[config.mk]
export PLATFORM = sky130hd
export DESIGN_NAME = pbm_mapper
export DESIGN_NICKNAME = d
export VERILOG_FILES = /design/src/rtl/pbm_pkg.sv /design/src/rtl/pbm_regfile.sv /design/src/rtl/pbm_window_decode.sv /design/src/rtl/pbm_bank_select.sv /design/src/rtl/pbm_mapper.sv
export SDC_FILE = /design/constraint.sdc
export NUM_CORES = 1
export LEC_CHECK = 0
export BUFFER_PORTS_ARGS = -buffer_cell sky130_fd_sc_hd__buf_4
export CORE_ASPECT_RATIO = 1.2
export CORE_MARGIN = 4
export CORE_UTILIZATION = 45
export CTS_BUF_LIST = sky130_fd_sc_hd__clkbuf_8
export DETAILED_ROUTE_END_ITERATION = 7
export PLACE_DENSITY_LB_ADDON = 0.2
export SYNTH_ARGS = -nofsm -noshare
export SYNTH_HDL_FRONTEND = slang
export SYNTH_SLANG_ARGS = --single-unit
[constraint.sdc]
create_clock -name clk -period 1.75 [get_ports clk]
set_input_delay 0.0875 -clock clk [delete_from_list [all_inputs] [get_ports clk]]
set_output_delay 0.0875 -clock clk [all_outputs]
set_load 0.05 [all_outputs]
[src/rtl/pbm_pkg.sv]
// Package: shared layout codes and decode constants for the program bank mapper.
// Assumes a 16-bit CPU address space with 8 KB page granularity.
package pbm_pkg;
    typedef enum logic [1:0] {
        MODE_8K_A   = 2'd0,
        MODE_16K    = 2'd1,
        MODE_8K_FIX = 2'd2,
        MODE_8K_B   = 2'd3
    } prg_mode_e;

    typedef enum logic [1:0] {
        RGN_NONE = 2'd0,
        RGN_LOW  = 2'd1,
        RGN_ROM  = 2'd2
    } region_e;

    localparam logic [15:0] DEC_MASK   = 16'hF007;
    localparam logic [3:0]  BANK_PAGE  = 4'h8;
    localparam logic [3:0]  CTRL_PAGE  = 4'hD;
    localparam int          FIX_BIT    = 2;
    localparam int          LOWWIN_BIT = 7;
endpackage

[src/rtl/pbm_regfile.sv]
// Module: register file of the mapper. It decodes writes through a fixed address
// mask and holds four bank registers plus the main and outer control bytes.
// Assumes: synchronous active-low reset that loads all ones into every register.
module pbm_regfile
    import pbm_pkg::*;
#(
    parameter int DATA_W    = 8,
    parameter int NUM_BANKS = 4
) (
    input  logic              clk,
    input  logic              rst_n,
    input  logic              wr_en,
    input  logic [15:0]       wr_addr,
    input  logic [DATA_W-1:0] wr_data,
    output logic [DATA_W-1:0] bank_q [NUM_BANKS],
    output logic [DATA_W-1:0] ctl_main,
    output logic [DATA_W-1:0] ctl_outer
);
    localparam int IDX_W = $clog2(NUM_BANKS);

    logic [15:0] masked;
    logic        ctl_page_hit;

    // Apply the decode mask and flag the control page.
    always_comb begin
        masked       = wr_addr & DEC_MASK;
        ctl_page_hit = wr_en && (masked[15:12] == CTRL_PAGE);
    end

    genvar gi;
    generate
        for (gi = 0; gi < NUM_BANKS; gi++) begin : g_bank
            logic hit;
            // Match one exact masked address in the bank page.
            assign hit = wr_en && (masked == {BANK_PAGE, 12'(gi)});
            // Store one bank register.
            always_ff @(posedge clk) begin
                if (!rst_n)   bank_q[gi] <= '1;
                else if (hit) bank_q[gi] <= wr_data;
            end
        end
    endgenerate

    // Store the main and outer control bytes.
    always_ff @(posedge clk) begin
        if (!rst_n) begin
            ctl_main  <= '1;
            ctl_outer <= '1;
        end else if (ctl_page_hit) begin
            if (masked[1:0] == 2'd0) ctl_main  <= wr_data;
            if (masked[1:0] == 2'd3) ctl_outer <= wr_data;
        end
    end

    logic [IDX_W-1:0] unused_idx;
    assign unused_idx = '0;
endmodule

[src/rtl/pbm_window_decode.sv]
// Module: classifies a CPU address as below the mapped range, in the low
// 0x6000-0x7FFF window, or in ROM space, and extracts the 8 KB window index.
// Assumes: page size is 2**PAGE_W bytes and the address is 16 bits.
module pbm_window_decode
    import pbm_pkg::*;
#(
    parameter int PAGE_W = 13
) (
    input  logic [15:0] cpu_addr,
    output region_e     region,
    output logic [1:0]  win_idx
);
    // Pick the region from the top address bits and the window from the next two.
    always_comb begin
        win_idx = cpu_addr[PAGE_W+1:PAGE_W];
        if (cpu_addr[15])                       region = RGN_ROM;
        else if (cpu_addr[15:PAGE_W] == 3'b011) region = RGN_LOW;
        else                                    region = RGN_NONE;
    end
endmodule

[src/rtl/pbm_bank_select.sv]
// Module: forms the program-ROM address from the region, the window index, the
// bank registers and the control bytes. It covers the 16 KB mode, the plain
// 8 KB modes and the 8 KB mode with a fixed last window.
// Assumes: INNER16_W equals INNER8_W - 1, so both window sizes fill ROM_AW bits.
module pbm_bank_select
    import pbm_pkg::*;
#(
    parameter int DATA_W    = 8,
    parameter int NUM_BANKS = 4,
    parameter int PAGE_W    = 13,
    parameter int INNER8_W  = 6,
    parameter int OUTER_W   = 2,
    parameter int OUTER_LSB = 1,
    localparam int INNER16_W = INNER8_W - 1,
    localparam int ROM_AW    = PAGE_W + INNER8_W + OUTER_W
) (
    input  logic [15:0]       cpu_addr,
    input  region_e           region,
    input  logic [1:0]        win_idx,
    input  logic [DATA_W-1:0] bank_q [NUM_BANKS],
    input  logic [DATA_W-1:0] ctl_main,
    input  logic [DATA_W-1:0] ctl_outer,
    output logic [ROM_AW-1:0] rom_addr,
    output logic              win6_valid
);
    prg_mode_e            mode;
    logic [OUTER_W-1:0]   outer;
    logic                 fix_last;
    logic [INNER8_W-1:0]  inner8;
    logic [INNER16_W-1:0] inner16;

    // Decode the layout and the fixed-window condition from the control bytes.
    always_comb begin
        mode     = prg_mode_e'(ctl_main[1:0]);
        outer    = ctl_outer[OUTER_LSB +: OUTER_W];
        fix_last = (mode == MODE_8K_FIX) && !ctl_main[FIX_BIT];
    end

    // Choose the inner bank for the current window.
    always_comb begin
        inner16 = cpu_addr[PAGE_W+1] ? bank_q[2][INNER16_W-1:0] : bank_q[0][INNER16_W-1:0];
        if (region == RGN_LOW)               inner8 = bank_q[3][INNER8_W-1:0];
        else if (fix_last && win_idx == 2'd3) inner8 = '1;
        else                                  inner8 = bank_q[win_idx][INNER8_W-1:0];
    end

    // Assemble the ROM address and the low-window valid flag.
    always_comb begin
        rom_addr   = '0;
        win6_valid = 1'b0;
        if (region == RGN_ROM) begin
            if (mode == MODE_16K) rom_addr = {outer, inner16, cpu_addr[PAGE_W:0]};
            else                  rom_addr = {outer, inner8, cpu_addr[PAGE_W-1:0]};
        end else if (region == RGN_LOW && fix_last && ctl_main[LOWWIN_BIT]) begin
            win6_valid = 1'b1;
            rom_addr   = {outer, inner8, cpu_addr[PAGE_W-1:0]};
        end
    end
endmodule

[src/rtl/pbm_mapper.sv]
// Module: top of the program bank mapper. It joins the register file, the address
// region decoder and the bank selector. Translation is combinational, and
// register writes take effect after the capturing clock edge.
// Assumes: synchronous active-low reset; 16-bit CPU addresses.
module pbm_mapper
    import pbm_pkg::*;
#(
    parameter int DATA_W    = 8,
    parameter int NUM_BANKS = 4,
    parameter int PAGE_W    = 13,
    parameter int INNER8_W  = 6,
    parameter int OUTER_W   = 2,
    parameter int OUTER_LSB = 1,
    localparam int ROM_AW   = PAGE_W + INNER8_W + OUTER_W
) (
    input  logic              clk,
    input  logic              rst_n,
    input  logic              wr_en,
    input  logic [15:0]       wr_addr,
    input  logic [DATA_W-1:0] wr_data,
    input  logic [15:0]       cpu_addr,
    output logic [ROM_AW-1:0] rom_addr,
    output logic              win6_valid
);
    logic [DATA_W-1:0] bank_q [NUM_BANKS];
    logic [DATA_W-1:0] ctl_main;
    logic [DATA_W-1:0] ctl_outer;
    region_e           region;
    logic [1:0]        win_idx;

    pbm_regfile #(.DATA_W(DATA_W), .NUM_BANKS(NUM_BANKS)) u_regs (
        .clk(clk), .rst_n(rst_n), .wr_en(wr_en), .wr_addr(wr_addr),
        .wr_data(wr_data), .bank_q(bank_q), .ctl_main(ctl_main),
        .ctl_outer(ctl_outer)
    );

    pbm_window_decode #(.PAGE_W(PAGE_W)) u_dec (
        .cpu_addr(cpu_addr), .region(region), .win_idx(win_idx)
    );

    pbm_bank_select #(
        .DATA_W(DATA_W), .NUM_BANKS(NUM_BANKS), .PAGE_W(PAGE_W),
        .INNER8_W(INNER8_W), .OUTER_W(OUTER_W), .OUTER_LSB(OUTER_LSB)
    ) u_sel (
        .cpu_addr(cpu_addr), .region(region), .win_idx(win_idx),
        .bank_q(bank_q), .ctl_main(ctl_main), .ctl_outer(ctl_outer),
        .rom_addr(rom_addr), .win6_valid(win6_valid)
    );
endmodule

==> summary.txt, run 1 <==
Global routing
  • GRT Total Usage: 22.7%
  • Vias in the first global route: 1583
  • First-pass GRT wire length: 8.03 mm
  • Pin count of the biggest net entering global routing: 31
  • GR Overflow Total: 0
  • Initial antenna violation count: 0

Worst setup path
  • Worst-path fanout max: 7
  • CP Class: flop to primary output
  • Endpoint of the worst register-to-register path: u_regs.ctl_main[0]
  • Cell count of the worst reg-to-reg path: 3
  • Crit path capture type: primary output
  • Worst EP required: 1660 ps
  • Flop2flop setup slack: 990 ps
  • R2R Path Start: u_regs.ctl_main[0]
  • Setup crit start: u_regs.ctl_main[0]
  • CP startpoint kind: flop
  • Critical-path cell list: or3b_4, nor3_4, nor2_4, buf_16, nor2b_4, buf_8
  • Worst stage delay on the critical path: 430 ps
  • CP max-delay cell: or3b_4
  • Data arrival, critical path: 1860 ps

Hold path
  • WHS Endpoint: u_regs.ctl_main[7]
  • Hold Path Depth: 3
  • Hold Startpoint: wr_data[7]
  • Worst Hold Class: input pin to flop

Timing
  • Pins over their slew limit: 0
  • Hold_ws: 36.6 ps
  • Final setup fails: 22
  • Highest clock rate: 515 MHz
  • Period utilization: 111%
  • Clock Skews: 0 ps
  • Slew headroom: 67.2%
  • Final min period: 1940 ps
  • Final Hold Vio Count: 0
  • Slew at the pin closest to its max-slew limit: 490 ps
  • Setup ws final: -193 ps
  • RSZ-0062 raised after global routing: true

Place
  • Final Wtd Congestion: 0.781
  • Port-buffer cells: 54
  • Dpl ws: 70.0 ps
  • Hpwl dp: 3.34 mm

Status
  • Status: finished, violations left
  • Violated checks: negative setup slack

Route
  • Routed wire length: 4.78 mm
  • DR DRC count: 0
  • Antenna viol nets, final: 0
  • Initial DRC Count: 42
  • DR WL/cell: 18.4 um
  • Via Count: 1469
  • DR pass1 iterations: 4
  • Via density: 5.65

Layout
  • Proportion of layout cells with a drive suffix above 1: 48.0%
  • Layout area overhead: 56.4%
  • ANT cells: 0
  • Final-stage net count: 265
  • Fin util: 74.5%
  • Fillers: 232

Clock network
  • Clk root buf: clkbuf_8
  • CTS clk-pin slew, worst paths: 60 ps
  • Num CTS Buffers: 5
  • Max clock buf depth: 2
  • Htree depth: 2
  • CTS tree: built
  • Clock Sinks: 30
  • Clk_lat worst skew: 270 ps

Flow run
  • Max-cap violations: 0

Synthesis
  • Top post-synthesis cells by area: dfxtp_1 37%, mux2i_1 21%, mux4_2 8.4%
  • Post-synthesis register bit count: 30
  • Mapped Nets: 203
  • Post-synth EDFFs: 0
  • Synth top area share: 37.2%
  • Share of the yosys chip area belonging to registers: 37.2%
  • Synth warn: 0
  • Synthesized area per cell: 10.1 sq um
  • Synth cell count leaders: 34 x mux2i_1, 34 x nand2_1, 30 x dfxtp_1, 10 x nor2b_2, 10 x o22ai_1
  • Yosys top cell by area: dfxtp_1
  • Top_reg_cell synth: dfxtp_1
  • Async set-reset flop share out of synthesis: 0%
  • Synth cell types: 30
  • Synthesized area: 0.00162 sq mm
  • Post-Synthesis Cells: 160

Pwr
  • Leak pwr: 1.15 nW
  • Power density over cell area: 645 mW/mm^2
  • VDD IR-drop max: 0.451 mV
  • Design Power: 1.63 mW

Floorplan
  • Core area: 0.00340 sq mm
  • Die height: 73.7 um
  • Initial Utilization: 47.6%
  • Cell Rows: 23
  • I/O pins: 65
  • Die W: 62.7 um
  • Die area: 0.00462 sq mm
[layout by cell type (no fill, tap or decap), types with 2 or more instances in the layout]
cell type,instances
a21oi_4,2
buf_4,37
buf_6,14
buf_8,10
clkbuf_8,6
dfxtp_1,28
dfxtp_2,2
inv_1,3
mux2i_1,34
mux4_2,6
nand2_1,33
nand3b_1,3
nand4b_1,2
nor2b_4,14
o211ai_1,2
o22ai_1,5
o22ai_4,5
[routing by layer]
| layer | vias to the layer above | wire length (um) | share of wire, % | global-route usage [%] |
|---|---|---|---|---|
| met4 | 0 | 59 | 1.2 | 8.33 |
| met2 | 55 | 2630 | 55 | 42.7 |
| met5 | - | 0 | 0 | 0 |
| li1 | 701 | - | - | - |
| met3 | 4 | 248 | 5.2 | 5.66 |
| met1 | 709 | 1840 | 38 | 24.9 |
[worst max-delay path, delay by kind of cell (launching register included)]
family	cells	cell delay, ps
simple gates	4	930
buf+inv	2	320
flops	1	330
[per-stage QoR]
stage	std cells	instance area [sq um]	TNS [ps]
global route	260	2530	-5460
CTS	260	2480	-3080
global placement	249	2230	0
detailed placement	249	2230	0
floorplan	160	1770	-5000
finish	260	2530	-3690
[sequential cells by signal, indices dropped and copies added, names as in the netlist]
register / cells
u_regs.ctl_main: 4
u_regs.bank_q: 24
u_regs.ctl_outer: 2
[final cells by class]
class	count	area [sq um]	share of cell area (%)
inverters	2	7.51	0.297
repair buffers	63	633	25.0
flip-flops and latches	30	603	23.8
clock inverters	2	8.76	0.346
clock buffers	6	82.6	3.27
well taps	37	46.3	1.83
multi-input cells	120	1150	45.4
[repair_timing]
item | 4_1_cts | 5_1_grt
pin swaps | 3 | 3
setup endpoints to repair | 21 | 22
cloned | 1 | 0
gates resized for setup | 31 | 12
hold buffers | 0 | 0
buffers inserted | 2 | 1
[kinds of logic (layout without fill, tap and decap cells)]
group,after synthesis,count (layout),share of synthesized area [%]
DFF,30,30,37.2
buffers and inverters,10,73,3.17
muxes,40,40,29.4
and+or+nand+nor,65,65,24.1
AOI/OAI and AO/OA,15,15,6.11
[how the worst max path moves through the flow]
stage	to	slack, ps	cells after the start
6_report	rom_addr[4]	-190	6
3_5_place_dp	rom_addr[14]	70	5
4_1_cts	rom_addr[3]	-160	6
3_3_place_gp	rom_addr[14]	90	5
5_1_grt	rom_addr[4]	-280	6
2_1_floorplan	rom_addr[14]	-260	4
[report_power, final]
group	switching [mW]	internal, mW
Combinational	0.208	0.171
Sequential	0.00123	0.685
Clock	0.257	0.311
Total	0.465	1.17
(Power assumes the default switching activity.)
==> run 2: changes to the inputs <==
- CORE_UTILIZATION: 45 -> 40
- SKIP_CTS_REPAIR_TIMING: not set -> 1
- clock period: 1.75 -> 1.8 ns (I/O delays scaled with it)
==> run 2 against run 1 <==
Routed wire length is 8.4% lower. Register-to-register slack better by 140 ps. Worst hold slack better by 4.0 ps. Final area is 1.3% lower. The flow still finishes with violations (negative setup slack). Core utilization is 11 points lower. Largest power group unchanged. Largest cell class unchanged. Critical endpoint is now rom_addr[10]. Critical path depth stayed put.
==> summary.txt, run 2 (synthesis gave the netlist of run 1 again) <==
Layout
  • Fillers: 312 (+34%)
  • Multi-input combinational cell area: 0.00113 sq mm (-1.1%)
  • Most frequent cells in the layout: 44 x buf_4, 34 x mux2i_1, 33 x nand2_1, 28 x dfxtp_1, 14 x buf_6
  • Post-layout instance area: 0.00249 sq mm (-1.3%)
  • Largest register FFs: 24 (unchanged)
  • Final-stage net count: 265 (unchanged)
  • Commonest non-fill, non-tap cell in the layout: buf_4
  • Largest reg by FF count: u_regs.bank_q
  • ANT cells: 0 (unchanged)
  • Top Registers: u_regs.bank_q x24, u_regs.ctl_main x4, u_regs.ctl_outer x2
  • FF+latch area: 603 sq um (unchanged)
  • Layout area overhead: 54.3%
  • Proportion of layout cells with a drive suffix above 1: 48.4% (+0.45 points)

Worst setup path
  • CP Class: flop to primary output
  • Setup crit start: u_regs.ctl_main[1]
  • Endpoint of the worst register-to-register path: u_regs.bank_q[28]
  • R2R Path Start: u_regs.bank_q[28]
  • Cell count of the worst reg-to-reg path: 2 (-1)
  • Crit path to: rom_addr[10]
  • Crit path capture type: primary output
  • Data arrival, critical path: 1900 ps (+40 ps)
  • CP startpoint kind: flop
  • Flop2flop setup slack: 1130 ps (+140 ps)
  • Worst EP required: 1710 ps (+50 ps)
  • Worst-path fanout max: 10 (+3)

Timing
  • Hold_ws: 40.6 ps (+4.01 ps)
  • Final setup fails: 21 (-4.5%)
  • Final Hold Vio Count: 0 (unchanged)
  • Setup ws final: -191 ps (+2.10 ps)
  • RSZ-0062 raised after global routing: true
  • Final min period: 1990 ps
  • TNS Setup: -3150 ps (+545 ps)
  • Clock Skews: 0 ps (unchanged)
  • Slew at the pin closest to its max-slew limit: 598 ps (+108 ps)
  • Slew headroom: 60.1% (-7.1 points)
  • Pins over their slew limit: 0 (unchanged)
  • Period utilization: 111%
  • Highest clock rate: 502 MHz

Clock network
  • Clk_lat worst skew: 280 ps (about the same)
  • Clk root buf: clkbuf_8
  • CTS clk-pin slew, worst paths: 70 ps (about the same)
  • Htree depth: 2 (unchanged)
  • Num CTS Buffers: 5 (unchanged)
  • Max clock buf depth: 2 (unchanged)
  • Clock Sinks: 30 (unchanged)
  • CTS tree: built

Global routing
  • GR Overflow Total: 0 (unchanged)
  • Initial antenna violation count: 0 (unchanged)
  • GRT Total Usage: 17.7% (-5.1 points)
  • Vias in the first global route: 1457 (-8.0%)
  • First-pass GRT wire length: 6.81 mm (-15%)
  • Pin count of the biggest net entering global routing: 31 (unchanged)

Route
  • Via Count: 1445 (-1.6%)
  • Routed wire length: 4.38 mm (-8.4%)
  • DR WL/cell: 15.8 um (-14%)
  • Via density: 5.22 (-7.7%)
  • DR DRC count: 0 (unchanged)
  • Antenna viol nets, final: 0 (unchanged)
  • DR pass1 iterations: 4 (unchanged)
  • Initial DRC Count: 27 (-36%)

Place
  • Hpwl dp: 3.27 mm (-2.1%)
  • Placed Area: 0.00224 sq mm (+0.62%)
  • Port-buffer cells: 54 (unchanged)
  • Dpl ws: 61.9 ps (-8.08 ps)
  • Final Wtd Congestion: 0.762 (-2.4%)

Floorplan
  • Die area: 0.00513 sq mm (+11%)
  • Initial Utilization: 41.3% (-6.3 points)
  • I/O pins: 65 (unchanged)
  • Cell Rows: 25 (+8.7%)
  • Core area: 0.00391 sq mm (+15%)
  • Die W: 66.0 um (+5.3%)
  • Die height: 77.6 um (+5.4%)

Pwr
  • Power density over cell area: 671 mW/mm^2 (+4.0%)
  • Leak pwr: 1.13 nW (-2.0%)
  • VDD IR-drop max: 0.465 mV (+2.9%)
  • Design Power: 1.67 mW (+2.6%)

Status
  • Violated checks: negative setup slack
  • Status: finished, violations left

Hold path
  • Worst Hold Class: input pin to flop

Flow run
  • Max-cap violations: 0 (unchanged)
==> run 2: metal layers <==
metal | share of wire (%) | GRT usage (%) | wire, um | vias to the layer above
met4 | 2.1 | 8.94 | 93 | 0
met3 | 7.0 | 5.64 | 305 | 8
li1 | - | - | - | 696
met1 | 38 | 20.2 | 1650 | 694
met5 | 0 | 0 | 0 | -
met2 | 53 | 29.1 | 2330 | 47
==> run 2: power by group <==
part           switching, mW  internal (mW)
Combinational          0.194          0.155
Sequential           0.00119          0.666
Clock                  0.252          0.406
Total                  0.447           1.23
==> run 2: worst min-delay path by stage <==
stage | start | to | depth (start not counted)
after CTS | wr_data[3] | u_regs.bank_q[27] | 3
after detailed placement | wr_data[7] | u_regs.ctl_main[7] | 3
final | wr_data[3] | u_regs.bank_q[27] | 3
after floorplan | wr_data[2] | u_regs.bank_q[10] | 2
after global routing | wr_data[4] | u_regs.bank_q[20] | 3
after global placement | wr_data[7] | u_regs.ctl_main[7] | 3
==> run 2: critical path, cell delays in order, from the launching register on <==
cell and delay [ps]:
dfxtp_2 330, or3b_4 410, nor3_4 290, nor2_4 110
buf_12 170, nor2b_4 130, buf_6 170
==> run 2: metrics by stage <==
stage,utilization (%),instances
floorplan,-,160
global route,63.8,277
detailed placement,57.3,265
finish,63.8,277
global placement,57.3,265
CTS,60.1,273
==> run 2: layout make-up <==
cell class / count / share of cell area, %
Multi-Input combinational cell: 120 / 45.5
Sequential cell: 30 / 24.2
Timing Repair Buffer: 63 / 23.0
Clock buffer: 5 / 2.76
Tap cell: 54 / 2.71
Clock inverter: 3 / 1.60
Inverter: 2 / 0.301
==> run 3: changes to the inputs <==
- CORE_UTILIZATION: 40 -> 50
==> run 3 against run 2 <==
Clock power fell by 26%. The flow still finishes with violations (negative setup slack). Non-clock buffer count rose by 2. Flip-flop and latch count did not move. First-iteration DRC count rose by 3.7%. Clock skew did not move.
==> summary.txt, run 3 (synthesis gave the netlist of run 1 again) <==
Status
  • Status: finished, violations left
  • Violated checks: negative setup slack

Pwr
  • Switching pwr: 0.430 mW (-3.7%)
  • Leak pwr: 1.12 nW (-0.70%)
  • VDD IR-drop max: 0.720 mV (+55%)
  • Clock power share: 32.2% (-7.1 points)
  • Logic pwr share: 23.5% (+2.7 points)
  • Power density over cell area: 616 mW/mm^2 (-8.2%)
  • Sw Ratio: 28.6% (+1.9 points)
  • Sequential group share of total power: 44.3% (+4.5 points)
  • Design Power: 1.51 mW (-10%)
  • Pint: 1.08 mW (-12%)

Timing
  • Slew at the pin closest to its max-slew limit: 601 ps (+3.22 ps)
  • Highest clock rate: 503 MHz (about the same)
  • RSZ-0062 raised after global routing: true
  • Final min period: 1990 ps (-0.603 ps)
  • Pins over their slew limit: 0 (unchanged)
  • Final Hold Vio Count: 0 (unchanged)
  • Period utilization: 111% (about the same)
  • Hold_ws: 52.6 ps (+12.0 ps)
  • Final setup fails: 21 (unchanged)
  • Setup ws final: -190 ps (+0.603 ps)
  • Clock Skews: 0 ps (unchanged)
  • Slew headroom: 59.9% (-0.21 points)
  • TNS Setup: -3420 ps (-272 ps)

Worst setup path
  • Cell count of the worst reg-to-reg path: 2 (unchanged)
  • Endpoint of the worst register-to-register path: u_regs.bank_q[9]
  • Flop2flop setup slack: 1100 ps (-30 ps)
  • Worst EP required: 1710 ps (about the same)
  • R2R Path Start: u_regs.bank_q[9]
  • CP Class: flop to primary output
  • CP startpoint kind: flop
  • Data arrival, critical path: 1900 ps (about the same)
  • Worst-path fanout max: 7 (-3)
  • Crit path capture type: primary output

Layout
  • Fillers: 199 (-36%)
  • Most frequent cells in the layout: 46 x buf_4, 34 x mux2i_1, 33 x nand2_1, 28 x dfxtp_1, 14 x buf_6
  • Final-stage net count: 267 (+0.75%)
  • Layout area overhead: 51.2%
  • Multi-input combinational cell area: 0.00113 sq mm (-0.44%)
  • Proportion of layout cells with a drive suffix above 1: 47.8% (-0.66 points)
  • Commonest non-fill, non-tap cell in the layout: buf_4
  • Top Registers: u_regs.bank_q x24, u_regs.ctl_main x4, u_regs.ctl_outer x2
  • Largest register FFs: 24 (unchanged)
  • Largest reg by FF count: u_regs.bank_q
  • Final cell count without fillers: 260 (-6.1%)
  • ANT cells: 0 (unchanged)
  • FF+latch area: 603 sq um (unchanged)

Floorplan
  • Die W: 59.9 um (-9.3%)
  • I/O pins: 65 (unchanged)
  • Die area: 0.00421 sq mm (-18%)
  • Die height: 70.3 um (-9.5%)
  • Cell Rows: 22 (-12%)
  • Core area: 0.00308 sq mm (-21%)
  • Initial Utilization: 52.4% (+11 points)

Flow run
  • Max-cap violations: 0 (unchanged)

Clock network
  • Clk root buf: clkbuf_8
  • Clk_lat worst skew: 280 ps (about the same)
  • Num CTS Buffers: 5 (unchanged)
  • CTS clk-pin slew, worst paths: 60 ps (about the same)
  • Max clock buf depth: 2 (unchanged)
  • Htree depth: 2 (unchanged)
  • CTS tree: built
  • Clock Sinks: 30 (unchanged)

Global routing
  • First-pass GRT wire length: 6.61 mm (-2.9%)
  • Vias in the first global route: 1478 (+1.4%)
  • Pin count of the biggest net entering global routing: 31 (unchanged)
  • Initial antenna violation count: 0 (unchanged)
  • GRT Total Usage: 20.8% (+3.1 points)
  • GR Overflow Total: 0 (unchanged)

Route
  • DR WL/cell: 17.7 um (+12%)
  • Routed wire length: 4.59 mm (+5.0%)
  • Initial DRC Count: 28 (+3.7%)
  • DR pass1 iterations: 4 (unchanged)
  • Via Count: 1454 (+0.62%)
  • Antenna viol nets, final: 0 (unchanged)
  • Via density: 5.59 (+7.2%)
  • DR DRC count: 0 (unchanged)

Hold path
  • Hold Path Depth: 3 (unchanged)
  • Hold Startpoint: wr_data[5]
  • WHS Endpoint: u_regs.bank_q[13]
  • Worst Hold Class: input pin to flop

Place
  • Placed instance count: 248 (-6.4%)
  • Dpl ws: 47.0 ps (-14.9 ps)
  • Final Wtd Congestion: 0.828 (+8.6%)
  • Hpwl dp: 3.19 mm (-2.4%)
  • Port-buffer cells: 54 (unchanged)
-- run 3: critical path, cell delays in order (launching register included) --
cell and delay (ps):
dfxtp_2 330, or3b_4 410, nor3_4 300, nor2_4 120
buf_12 170, nor2b_4 130, buf_8 150
-- run 3: power groups by stage --
stage	registers [mW]	logic [mW]	clock network, mW
2_1_floorplan	0.681	0.197	0
3_3_place_gp	0.682	0.314	0
3_5_place_dp	0.682	0.320	0
4_1_cts	0.667	0.321	0.502
5_1_grt	0.667	0.368	0.534
6_report	0.667	0.353	0.485
-- run 3: metrics by stage --
stage	cell area (sq um)	utilization, %
floorplan	1770	-
global placement	2220	72.2
detailed placement	2220	72.2
CTS	2300	74.6
global route	2440	79.3
finish	2440	79.3
-- run 3: layout make-up --
type,count,share of cell area (%)
Tap cell,36,1.84
Sequential cell,30,24.7
Clock buffer,5,2.81
Clock inverter,2,0.307
Timing Repair Buffer,65,23.8
Inverter,2,0.307
Multi-Input combinational cell,120,46.2
-- run 3: worst max path at each step --
stage                             startpoint           end  slack, ps
after detailed placement  u_regs.ctl_main[0]   rom_addr[2]         50
after global placement    u_regs.ctl_main[1]   rom_addr[2]        100
after floorplan           u_regs.ctl_main[1]  rom_addr[14]       -210
final                     u_regs.ctl_main[1]  rom_addr[12]       -190
after global routing      u_regs.ctl_main[1]  rom_addr[10]       -250
after CTS                 u_regs.ctl_main[0]   rom_addr[2]       -270
-- run 3: per-layer routing --
layer | vias up | track usage (%) | routed length (um)
li1 | 697 | - | -
met1 | 683 | 22.8 | 1700
met2 | 63 | 34.5 | 2390
met3 | 11 | 6.65 | 393
met4 | 0 | 11.1 | 108
met5 | - | 0 | 0
